--- src/rtl/i2c_stop_pkg.sv ---
package i2c_stop_pkg;

  // Sequencer phases; order follows the bus sequence.
  typedef enum logic [2:0] {
    ST_IDLE      = 3'd0,
    ST_HOLD_SDA  = 3'd1,
    ST_CNT_SETUP = 3'd2,
    ST_SCL_RISE  = 3'd3,
    ST_CNT_HIGH  = 3'd4,
    ST_SDA_RISE  = 3'd5,
    ST_CNT_TAIL  = 3'd6
  } stop_state_e;

  localparam int unsigned BUS_LINES = 2;
  localparam int unsigned LINE_SCL  = 0;
  localparam int unsigned LINE_SDA  = 1;

endpackage

--- src/rtl/i2c_stop_sync.sv ---
module i2c_stop_sync #(
  parameter int unsigned STAGES = 2,
  parameter int unsigned LINES  = 2
) (
  input  logic             clk,
  input  logic             rst_n,
  input  logic [LINES-1:0] din,
  output logic [LINES-1:0] dout
);

  // Idle bus level is high, so stages reset to all ones.
  logic [LINES-1:0] stage_q [STAGES];

  for (genvar g = 0; g < STAGES; g++) begin : g_stage
    logic [LINES-1:0] stage_d;
    if (g == 0) begin : g_first
      assign stage_d = din;
    end else begin : g_next
      assign stage_d = stage_q[g-1];
    end

    always_ff @(posedge clk or negedge rst_n) begin
      if (!rst_n) stage_q[g] <= '1;
      else        stage_q[g] <= stage_d;
    end
  end

  assign dout = stage_q[STAGES-1];

endmodule

--- src/rtl/i2c_stop_fsm.sv ---
module i2c_stop_fsm
  import i2c_stop_pkg::*;
(
  input  logic clk,
  input  logic rst_n,
  input  logic stop_req,
  input  logic scl_hi,
  input  logic sda_hi,
  input  logic rg_tick,
  output logic scl_pull_low,
  output logic sda_pull_low,
  output logic rg_load,
  output logic stop_en,
  output logic busy,
  output logic evt_stop_seen,
  output logic evt_done
);

  stop_state_e state_q, state_d;
  logic        load_d;
  logic        scl_low_d, sda_low_d, stop_en_d;
  logic        scl_low_q, sda_low_q, load_q, stop_en_q;

  // Next-state logic
  always_comb begin
    state_d       = state_q;
    load_d        = 1'b0;
    evt_stop_seen = 1'b0;
    evt_done      = 1'b0;
    unique case (state_q)
      ST_IDLE:
        if (stop_req) state_d = ST_HOLD_SDA;
      ST_HOLD_SDA:
        if (!sda_hi) begin
          state_d = ST_CNT_SETUP;
          load_d  = 1'b1;
        end
      ST_CNT_SETUP:
        if (rg_tick) state_d = ST_SCL_RISE;
      ST_SCL_RISE:
        if (scl_hi) begin
          state_d = ST_CNT_HIGH;
          load_d  = 1'b1;
        end
      ST_CNT_HIGH:
        if (rg_tick) state_d = ST_SDA_RISE;
      ST_SDA_RISE:
        if (sda_hi && scl_hi) begin
          state_d       = ST_CNT_TAIL;
          load_d        = 1'b1;
          evt_stop_seen = 1'b1;
        end
      ST_CNT_TAIL:
        if (rg_tick) begin
          state_d  = ST_IDLE;
          evt_done = 1'b1;
        end
      default: state_d = ST_IDLE;
    endcase
  end

  // Registered pin drives follow the next phase so the pads never glitch
  always_comb begin
    scl_low_d = (state_d == ST_HOLD_SDA) || (state_d == ST_CNT_SETUP);
    sda_low_d = (state_d == ST_HOLD_SDA) || (state_d == ST_CNT_SETUP) ||
                (state_d == ST_SCL_RISE) || (state_d == ST_CNT_HIGH);
    stop_en_d = stop_en_q;
    if (state_q == ST_IDLE && stop_req) stop_en_d = 1'b1;
    else if (evt_done)                  stop_en_d = 1'b0;
  end

  always_ff @(posedge clk or negedge rst_n) begin
    if (!rst_n) begin
      state_q   <= ST_IDLE;
      scl_low_q <= 1'b0;
      sda_low_q <= 1'b0;
      load_q    <= 1'b0;
      stop_en_q <= 1'b0;
    end else begin
      state_q   <= state_d;
      scl_low_q <= scl_low_d;
      sda_low_q <= sda_low_d;
      load_q    <= load_d;
      stop_en_q <= stop_en_d;
    end
  end

  assign scl_pull_low = scl_low_q;
  assign sda_pull_low = sda_low_q;
  assign rg_load      = load_q;
  assign stop_en      = stop_en_q;
  assign busy         = (state_q != ST_IDLE);

  // the reload strobe never lasts more than one cycle
  assert_load_pulse_R3: assert property (@(posedge clk) disable iff (!rst_n)
    rg_load |=> !rg_load);

  // SCL is only released right after a generator overflow
  assert_scl_release_R4: assert property (@(posedge clk) disable iff (!rst_n)
    $fell(scl_pull_low) |-> $past(rg_tick));

  // no reload while waiting for a stretched SCL to read high
  assert_wait_scl_high_R5: assert property (@(posedge clk) disable iff (!rst_n)
    (state_q == ST_SCL_RISE && !scl_hi) |=> !rg_load);

  // SDA is only released right after a generator overflow
  assert_sda_release_R6: assert property (@(posedge clk) disable iff (!rst_n)
    $fell(sda_pull_low) |-> $past(rg_tick));

endmodule

--- src/rtl/i2c_stop_flags.sv ---
module i2c_stop_flags #(
  parameter int unsigned DATA_W = 8
) (
  input  logic              clk,
  input  logic              rst_n,
  input  logic              busy,
  input  logic              evt_stop_seen,
  input  logic              evt_done,
  input  logic              buf_wr,
  input  logic [DATA_W-1:0] buf_wdata,
  input  logic              stop_seen_clr,
  input  logic              wcol_clr,
  input  logic              irq_clr,
  output logic [DATA_W-1:0] tx_buf,
  output logic              stop_seen,
  output logic              wcol,
  output logic              irq
);

  logic [DATA_W-1:0] buf_q;
  logic              buf_en;
  logic              seen_q, seen_d;
  logic              wcol_q, wcol_d;
  logic              irq_q, irq_d;

  // A set event wins over a clear in the same cycle.
  always_comb begin
    buf_en = buf_wr && !busy;
    seen_d = evt_stop_seen     || (seen_q && !stop_seen_clr);
    wcol_d = (buf_wr && busy)  || (wcol_q && !wcol_clr);
    irq_d  = evt_done          || (irq_q  && !irq_clr);
  end

  always_ff @(posedge clk or negedge rst_n) begin
    if (!rst_n) begin
      seen_q <= 1'b0;
      wcol_q <= 1'b0;
      irq_q  <= 1'b0;
    end else begin
      seen_q <= seen_d;
      wcol_q <= wcol_d;
      irq_q  <= irq_d;
    end
  end

  always_ff @(posedge clk or negedge rst_n) begin
    if (!rst_n)      buf_q <= '0;
    else if (buf_en) buf_q <= buf_wdata;
  end

  assign tx_buf    = buf_q;
  assign stop_seen = seen_q;
  assign wcol      = wcol_q;
  assign irq       = irq_q;

  // a refused write flags a collision and leaves the buffer alone
  assert_wcol_refuse_R9: assert property (@(posedge clk) disable iff (!rst_n)
    (busy && buf_wr) |=> (wcol && $stable(tx_buf)));

  // an idle write lands in the buffer
  assert_buf_load_R10: assert property (@(posedge clk) disable iff (!rst_n)
    (!busy && buf_wr) |=> (tx_buf == $past(buf_wdata)));

  // stop-seen holds until cleared
  assert_seen_sticky_R7: assert property (@(posedge clk) disable iff (!rst_n)
    (stop_seen && !stop_seen_clr) |=> stop_seen);

  // interrupt holds until cleared
  assert_irq_sticky_R8: assert property (@(posedge clk) disable iff (!rst_n)
    (irq && !irq_clr) |=> irq);

endmodule

--- src/rtl/i2c_stop_seq.sv ---
module i2c_stop_seq
  import i2c_stop_pkg::*;
#(
  parameter int unsigned DATA_W      = 8,
  parameter int unsigned SYNC_STAGES = 2
) (
  input  logic              clk,
  input  logic              rst_n,
  input  logic              stop_req,
  output logic              stop_en,
  input  logic              scl_i,
  input  logic              sda_i,
  output logic              scl_pull_low,
  output logic              sda_pull_low,
  output logic              rg_load,
  input  logic              rg_tick,
  input  logic              buf_wr,
  input  logic [DATA_W-1:0] buf_wdata,
  output logic [DATA_W-1:0] tx_buf,
  output logic              stop_seen,
  input  logic              stop_seen_clr,
  output logic              wcol,
  input  logic              wcol_clr,
  output logic              irq,
  input  logic              irq_clr
);

  logic [BUS_LINES-1:0] bus_raw, bus_sync;
  logic                 busy, evt_stop_seen, evt_done;

  assign bus_raw[LINE_SCL] = scl_i;
  assign bus_raw[LINE_SDA] = sda_i;

  i2c_stop_sync #(
    .STAGES (SYNC_STAGES),
    .LINES  (BUS_LINES)
  ) u_sync (
    .clk   (clk),
    .rst_n (rst_n),
    .din   (bus_raw),
    .dout  (bus_sync)
  );

  i2c_stop_fsm u_fsm (
    .clk           (clk),
    .rst_n         (rst_n),
    .stop_req      (stop_req),
    .scl_hi        (bus_sync[LINE_SCL]),
    .sda_hi        (bus_sync[LINE_SDA]),
    .rg_tick       (rg_tick),
    .scl_pull_low  (scl_pull_low),
    .sda_pull_low  (sda_pull_low),
    .rg_load       (rg_load),
    .stop_en       (stop_en),
    .busy          (busy),
    .evt_stop_seen (evt_stop_seen),
    .evt_done      (evt_done)
  );

  i2c_stop_flags #(
    .DATA_W (DATA_W)
  ) u_flags (
    .clk           (clk),
    .rst_n         (rst_n),
    .busy          (busy),
    .evt_stop_seen (evt_stop_seen),
    .evt_done      (evt_done),
    .buf_wr        (buf_wr),
    .buf_wdata     (buf_wdata),
    .stop_seen_clr (stop_seen_clr),
    .wcol_clr      (wcol_clr),
    .irq_clr       (irq_clr),
    .tx_buf        (tx_buf),
    .stop_seen     (stop_seen),
    .wcol          (wcol),
    .irq           (irq)
  );

  // SCL may only be held low while SDA is also held low
  assert_line_order_R6: assert property (@(posedge clk) disable iff (!rst_n)
    scl_pull_low |-> sda_pull_low);

  // the interrupt rises on the same edge the request indication drops
  assert_irq_end_R8: assert property (@(posedge clk) disable iff (!rst_n)
    $rose(irq) |-> $fell(stop_en));

  // lines are released whenever no STOP is pending
  assert_idle_release_R1: assert property (@(posedge clk) disable iff (!rst_n)
    !stop_en |-> (!scl_pull_low && !sda_pull_low));

endmodule

--- config.mk ---
export PLATFORM = sky130hd
export DESIGN_NAME = i2c_stop_seq
export DESIGN_NICKNAME = d
export VERILOG_FILES = /design/src/rtl/i2c_stop_pkg.sv /design/src/rtl/i2c_stop_sync.sv /design/src/rtl/i2c_stop_fsm.sv /design/src/rtl/i2c_stop_flags.sv /design/src/rtl/i2c_stop_seq.sv
export SDC_FILE = /design/constraint.sdc
export NUM_CORES = 1
export LEC_CHECK = 0
export BUFFER_PORTS_ARGS = -buffer_cell sky130_fd_sc_hd__buf_4
export CAP_MARGIN = 40
export CORE_MARGIN = 4
export CORE_UTILIZATION = 44
export CTS_BUF_LIST = sky130_fd_sc_hd__clkbuf_4 sky130_fd_sc_hd__clkbuf_8 sky130_fd_sc_hd__clkbuf_16
export CTS_CLUSTER_DIAMETER = 60
export DETAILED_ROUTE_END_ITERATION = 6
export HOLD_SLACK_MARGIN = 0.02
export PLACE_DENSITY = 0.72
export SLEW_MARGIN = 15
export SYNTH_ARGS = -nofsm -noshare
export SYNTH_HDL_FRONTEND = slang
export SYNTH_SLANG_ARGS = --single-unit
--- constraint.sdc ---
create_clock -name clk -period 4.9 [get_ports clk]
set_clock_uncertainty 0.15 [all_clocks]
set_input_delay 0.245 -clock clk [delete_from_list [all_inputs] [get_ports clk]]
set_output_delay 0.245 -clock clk [all_outputs]
set_load 0.02 [all_outputs]
After elaboration in Yosys (flattened, before gate mapping):

Index checks and enable logic that the tools add are counted.

* register bits: 22

* equality and inequality tests: 10
* multiplexer cells: 17
* reductions and logical operators: 20

Operators with widths (count)
* 2-to-1 mux 3 bit: 7
* one-hot mux 3 bit (7 select lines): 1
* equality test 3 x 2 -> 1 bit, second input constant: 4
* equality test 3 bit, second input constant: 4
* 2-to-1 mux 1 bit: 8
* logical AND 1 bit: 7
* equality test 3 x 1 -> 1 bit, second input constant: 2
* logical OR 1 bit: 6
* zero test 1 bit: 4
* zero test 3 bit: 1
* one-hot mux 1 bit (3 select lines): 1
* nonzero test 3 bit: 1
* nonzero test 2 bit: 1

Depth between registers and ports, before layout:

* depth in word-level cells: 7
* mapped depth: 5
* mapped depth without buffers: 4

By module:

From an unflattened synthesis, not the netlist that was laid out.

* cell total of the unflattened synthesis: 77
* area, all modules: 972.2 um^2

Modules (own cells, without submodules)
* i2c_stop_flags: times used 1, cells an instance 28, area an instance 455.4 um^2, seq. area each 275.3 um^2
* i2c_stop_fsm: times used 1, cells an instance 45, area an instance 411.6 um^2, seq. area each 175.2 um^2
* i2c_stop_sync: times used 1, cells an instance 4, area an instance 105.1 um^2, seq. area each 105.1 um^2

Worst setup path before layout:

OpenSTA, ideal clock, no wires.

* path kind: reg-to-reg
* start point: register u_fsm.state_q[1]
* end point: register u_flags.buf_q[0], in the netlist u_flags.tx_buf[0]
* library setup time: 125 ps
* arrival: 1317 ps
* required time: 4625 ps
* setup slack: 3309 ps
* stages on the path, launching flop included: 4
* clock period less this slack: 1591 ps
* cell sequence: dfrtp_1 > buf_6 > nor4b_4 > mux2_2

* cells in the longest elaborated chain, start to end: 3

RTL lines
* start: declaration: RTL line i2c_stop_fsm.sv:19 `stop_state_e state_q, state_d;`
* start signal: assignment: RTL line i2c_stop_fsm.sv:80 `state_q <= state_d;`
* nonzero test 3 bit: RTL line i2c_stop_fsm.sv:92 `assign busy = (state_q != ST_IDLE);`
* zero test 1 bit: RTL line i2c_stop_flags.sv:28 `buf_en = buf_wr && !busy;`
* logical AND 1 bit: RTL line i2c_stop_flags.sv:28
* end signal: assignment: RTL line i2c_stop_flags.sv:48 `else if (buf_en) buf_q <= buf_wdata;`
* end: declaration: RTL line i2c_stop_flags.sv:20 `logic [DATA_W-1:0] buf_q;`

No other way between the ends.
A chain may end at the register's enable or synchronous reset.

Worst setup path in the final report:

* start point: register u_fsm.state_q[0]
* end point: register u_flags.buf_q[4], in the netlist u_flags.tx_buf[4]

Same word-level chain as after synthesis.

==> impl_metrics.py <==
metrics = {
    "run_status": {
        "status": "complete, no violations",
    },
    "sta": {
        "period_needed_ps": 1790,
        "finalHoldViolCount": 0,
        "setup_tns_ps": 0,
        "fin_crit_sh_pct": 36.5,
        "relSlewSlack_pct": 63.6,
        "slew_viol_final": 0,
        "tightestPinTransition_ps": 543,
        "fin_ws_ps": 3110,
        "fmax_mhz": 559,
        "setup_violations": 0,
        "rsz0062_at_grt": "false",
    },
    "final_layout": {
        "final_area_um2": 1340,
        "fillers": 162,
        "fin_nets": 139,
        "diodes": 0,
        "area_growth_pct": 47.1,
        "layout-drive-gt1-share_pct": 40.8,
        "post-route-util_pct": 68.4,
    },
    "clocking": {
        "htreeDepth": 1,
        "ctsRootBufferMaster": "clkbuf_4",
        "cts_sinks": 22,
        "ctsResizeCount": 0,
        "cts-buffers-inserted": 3,
        "clk_pin_slew_ps": 120,
        "clk-insertion-delay-late_ps": 300,
        "cts_buffer_depth": 2,
        "cts_tree": "done",
    },
    "logic_synthesis": {
        "yosys.area.top_type_share_pct": 49.4,
        "yosys.area.top_type": "dfrtp_1",
        "synthDistinctLibCells": 27,
        "synth-seq-cells": 22,
        "syn_inst": 73,
        "synthFlopType": "dfrtp_1",
        "ys_top_cells_by_area": "dfrtp_1 (49%), dfstp_2 (12%), mux2_2 (9.9%), o21ai_0 (4.9%), nor4b_4 (2.6%)",
        "seq_area_frac_synth_pct": 60.9,
        "synthesis.area_um2": 912,
        "synth_most_common_cell": "dfrtp_1",
        "async_flop_share_pct": 100,
        "avgSynthCellArea_um2": 12.5,
        "yosys_warnings": 0,
        "synth_edf_count": 0,
        "synth_commonest_cells": "dfrtp_1 (18), o21ai_0 (9), mux2_2 (8)",
        "syn_nets": 91,
    },
    "worst_hold_path": {
        "holdPathEnd": "u_flags.wcol",
        "hp-class": "input pin to flip-flop",
        "hold_start": "buf_wr",
        "hold_depth": 3,
    },
    "placed_design": {
        "dp_hpwl_um": 1260,
        "portBuffers": 32,
        "globalplace.congestion": 0.825,
        "place_ws_ps": 3110,
        "placedInstanceArea_um2": 1160,
    },
    "die": {
        "core_area_um2": 1960,
        "fp-row-count": 16,
        "fp.dieW_um": 53.5,
        "io-pin-count": 33,
        "die_h_um": 53.5,
        "start_util_pct": 46.5,
        "die-area_um2": 2870,
    },
    "worst_setup_path": {
        "crit_slowest_cell": "nor4b_4",
        "worst_r2r_endpoint": "u_flags.tx_buf[4]",
        "r2r_cells": 2,
        "cp_max_fo": 14,
        "worstPathCellList": "nor4b_4 -> mux2_2",
        "criticalPathCategory": "flip-flop to flip-flop",
        "setup.worst_path.start_class": "flip-flop",
        "cp_top_family": "simple AND/OR/NAND/NOR gates",
        "critPathBufInv": 0,
        "r2r_start": "u_fsm.state_q[0]",
        "worstPathArrival_ps": 1830,
        "reg2reg_slack_ps": 3110,
        "required_ps": 4940,
        "cpPeakStageDelay_ps": 580,
        "worstSetupEndpointType": "flip-flop",
    },
    "route": {
        "viasPerCell": 4.82,
        "drc": 0,
        "top_layer_used": "met4",
        "wl_met1_um": 782,
        "drtPass1Iterations": 3,
        "drtAntennaViolNets": 0,
        "wl_met2_um": 906,
        "dr_total_vias": 708,
        "post_drt_wl_per_cell_um": 12.2,
        "routed-wl-met3_um": 93,
        "drt-initial-drc-count": 5,
        "routed_wirelength_um": 1790,
    },
    "job": {
        "maxCapViolations": 0,
    },
    "power": {
        "p_per_area_nw_per_um2": 539,
        "p_leak_uw": 0.000609,
        "total_power_uw": 723,
        "ir_drop_uv": 369,
    },
    "global_routing": {
        "antenna_found_initial": 0,
        "track_usage_pct": 14.2,
        "grt_pass1_vias": 712,
        "overflow": 0,
        "grt_pass1_wl_um": 2920,
        "grt_max_degree": 23,
    },
}
[how the worst max path moves through the flow]
stage	from	endpoint	slack (ps)	depth (start not counted)
finish	u_fsm.state_q[0]	u_flags.tx_buf[4]	3110	2
floorplan	u_fsm.state_q[1]	u_flags.tx_buf[0]	3310	3
global placement	u_fsm.state_q[0]	u_flags.tx_buf[6]	3130	2
CTS	u_fsm.state_q[0]	u_flags.tx_buf[4]	3060	2
detailed placement	u_fsm.state_q[0]	u_flags.tx_buf[7]	3110	2
global route	u_fsm.state_q[0]	u_flags.tx_buf[6]	2980	2
[routing by layer]
| metal | GRT usage [%] | vias up |
|---|---|---|
| met5 | 0 | - |
| met4 | 6.38 | 0 |
| met3 | 3.32 | 2 |
| met2 | 24.9 | 20 |
| met1 | 16.3 | 336 |
| li1 | - | 350 |
[through the flow]
stage / std cells / hold WS [ps]
after global routing: 147 / 62.5
after detailed placement: 129 / -4.01
after floorplan: 73 / -201
after global placement: 129 / -5.43
after CTS: 146 / 23.5
final: 147 / 36.6
[sequential cells by signal (all words and copies together) (netlist names)]
register,cells
u_flags.stop_seen,1
u_flags.tx_buf,8
u_fsm.state_q,3
u_fsm.stop_en,1
u_flags.irq,1
u_fsm.sda_pull_low,1
u_flags.wcol,1
u_fsm.rg_load,1
u_sync.dout,2
u_fsm.scl_pull_low,1
u_sync.g_stage.stage_d,2
[placed cells by master, fill, tap and decap left out]
cell type,count
a31oi_1,1
a21oi_1,1
nor4b_4,1
clkbuf_8,1
xnor2_1,1
nand3_1,2
nor2b_1,3
buf_4,32
nand4_1,1
o31ai_1,1
o21ai_1,1
nand2_1,2
nor2_1,2
nor3b_1,1
mux2_2,8
or3_1,1
a21boi_0,1
a32oi_1,1
and3_1,2
o32ai_1,1
clkbuf_4,3
dfrtp_1,18
o21ai_0,9
nor4b_1,1
dfstp_2,4
inv_1,5
o21a_1,1
o211ai_1,1
dlygate4sd3_1,14
[power by group]
part           internal [uW]  switching, uW
logic                    161            154
registers                249           62.8
clock network           45.3           51.2
[cell type report]
class | instances | area, um^2 | area share, %
sequential | 22 | 556 | 41.4
timing repair buffer | 46 | 380 | 28.4
multi-input combinational | 43 | 317 | 23.6
clock buffer | 4 | 36.3 | 2.71
tap | 27 | 33.8 | 2.52
inverter | 5 | 18.8 | 1.40
[kinds of logic (layout without fill, tap and decap cells)]
group                     after synthesis  after routing  synth area share, %
DFF                                    22             22                 60.9
AOI/OAI and AO/OA                      18             18                 11.9
and+or+nand+nor                        16             16                 11.9
muxes                                   8              8                 9.88
buffers and inverters                   8             55                 4.39
xor gates and xnor gates                1              1                0.960
[what timing repair did]
item	4_1_cts	5_1_grt
setup endpoints to repair	0	0
hold buffers	13	1
buffers inserted	0	0
endpoints found under the hold margin	34	1
[tightest hold or removal path, stage by stage]
cell and delay (ps):
buf_4 80, o31ai_1 50, o21ai_0 70
Power figures use the tool's default switching activity.
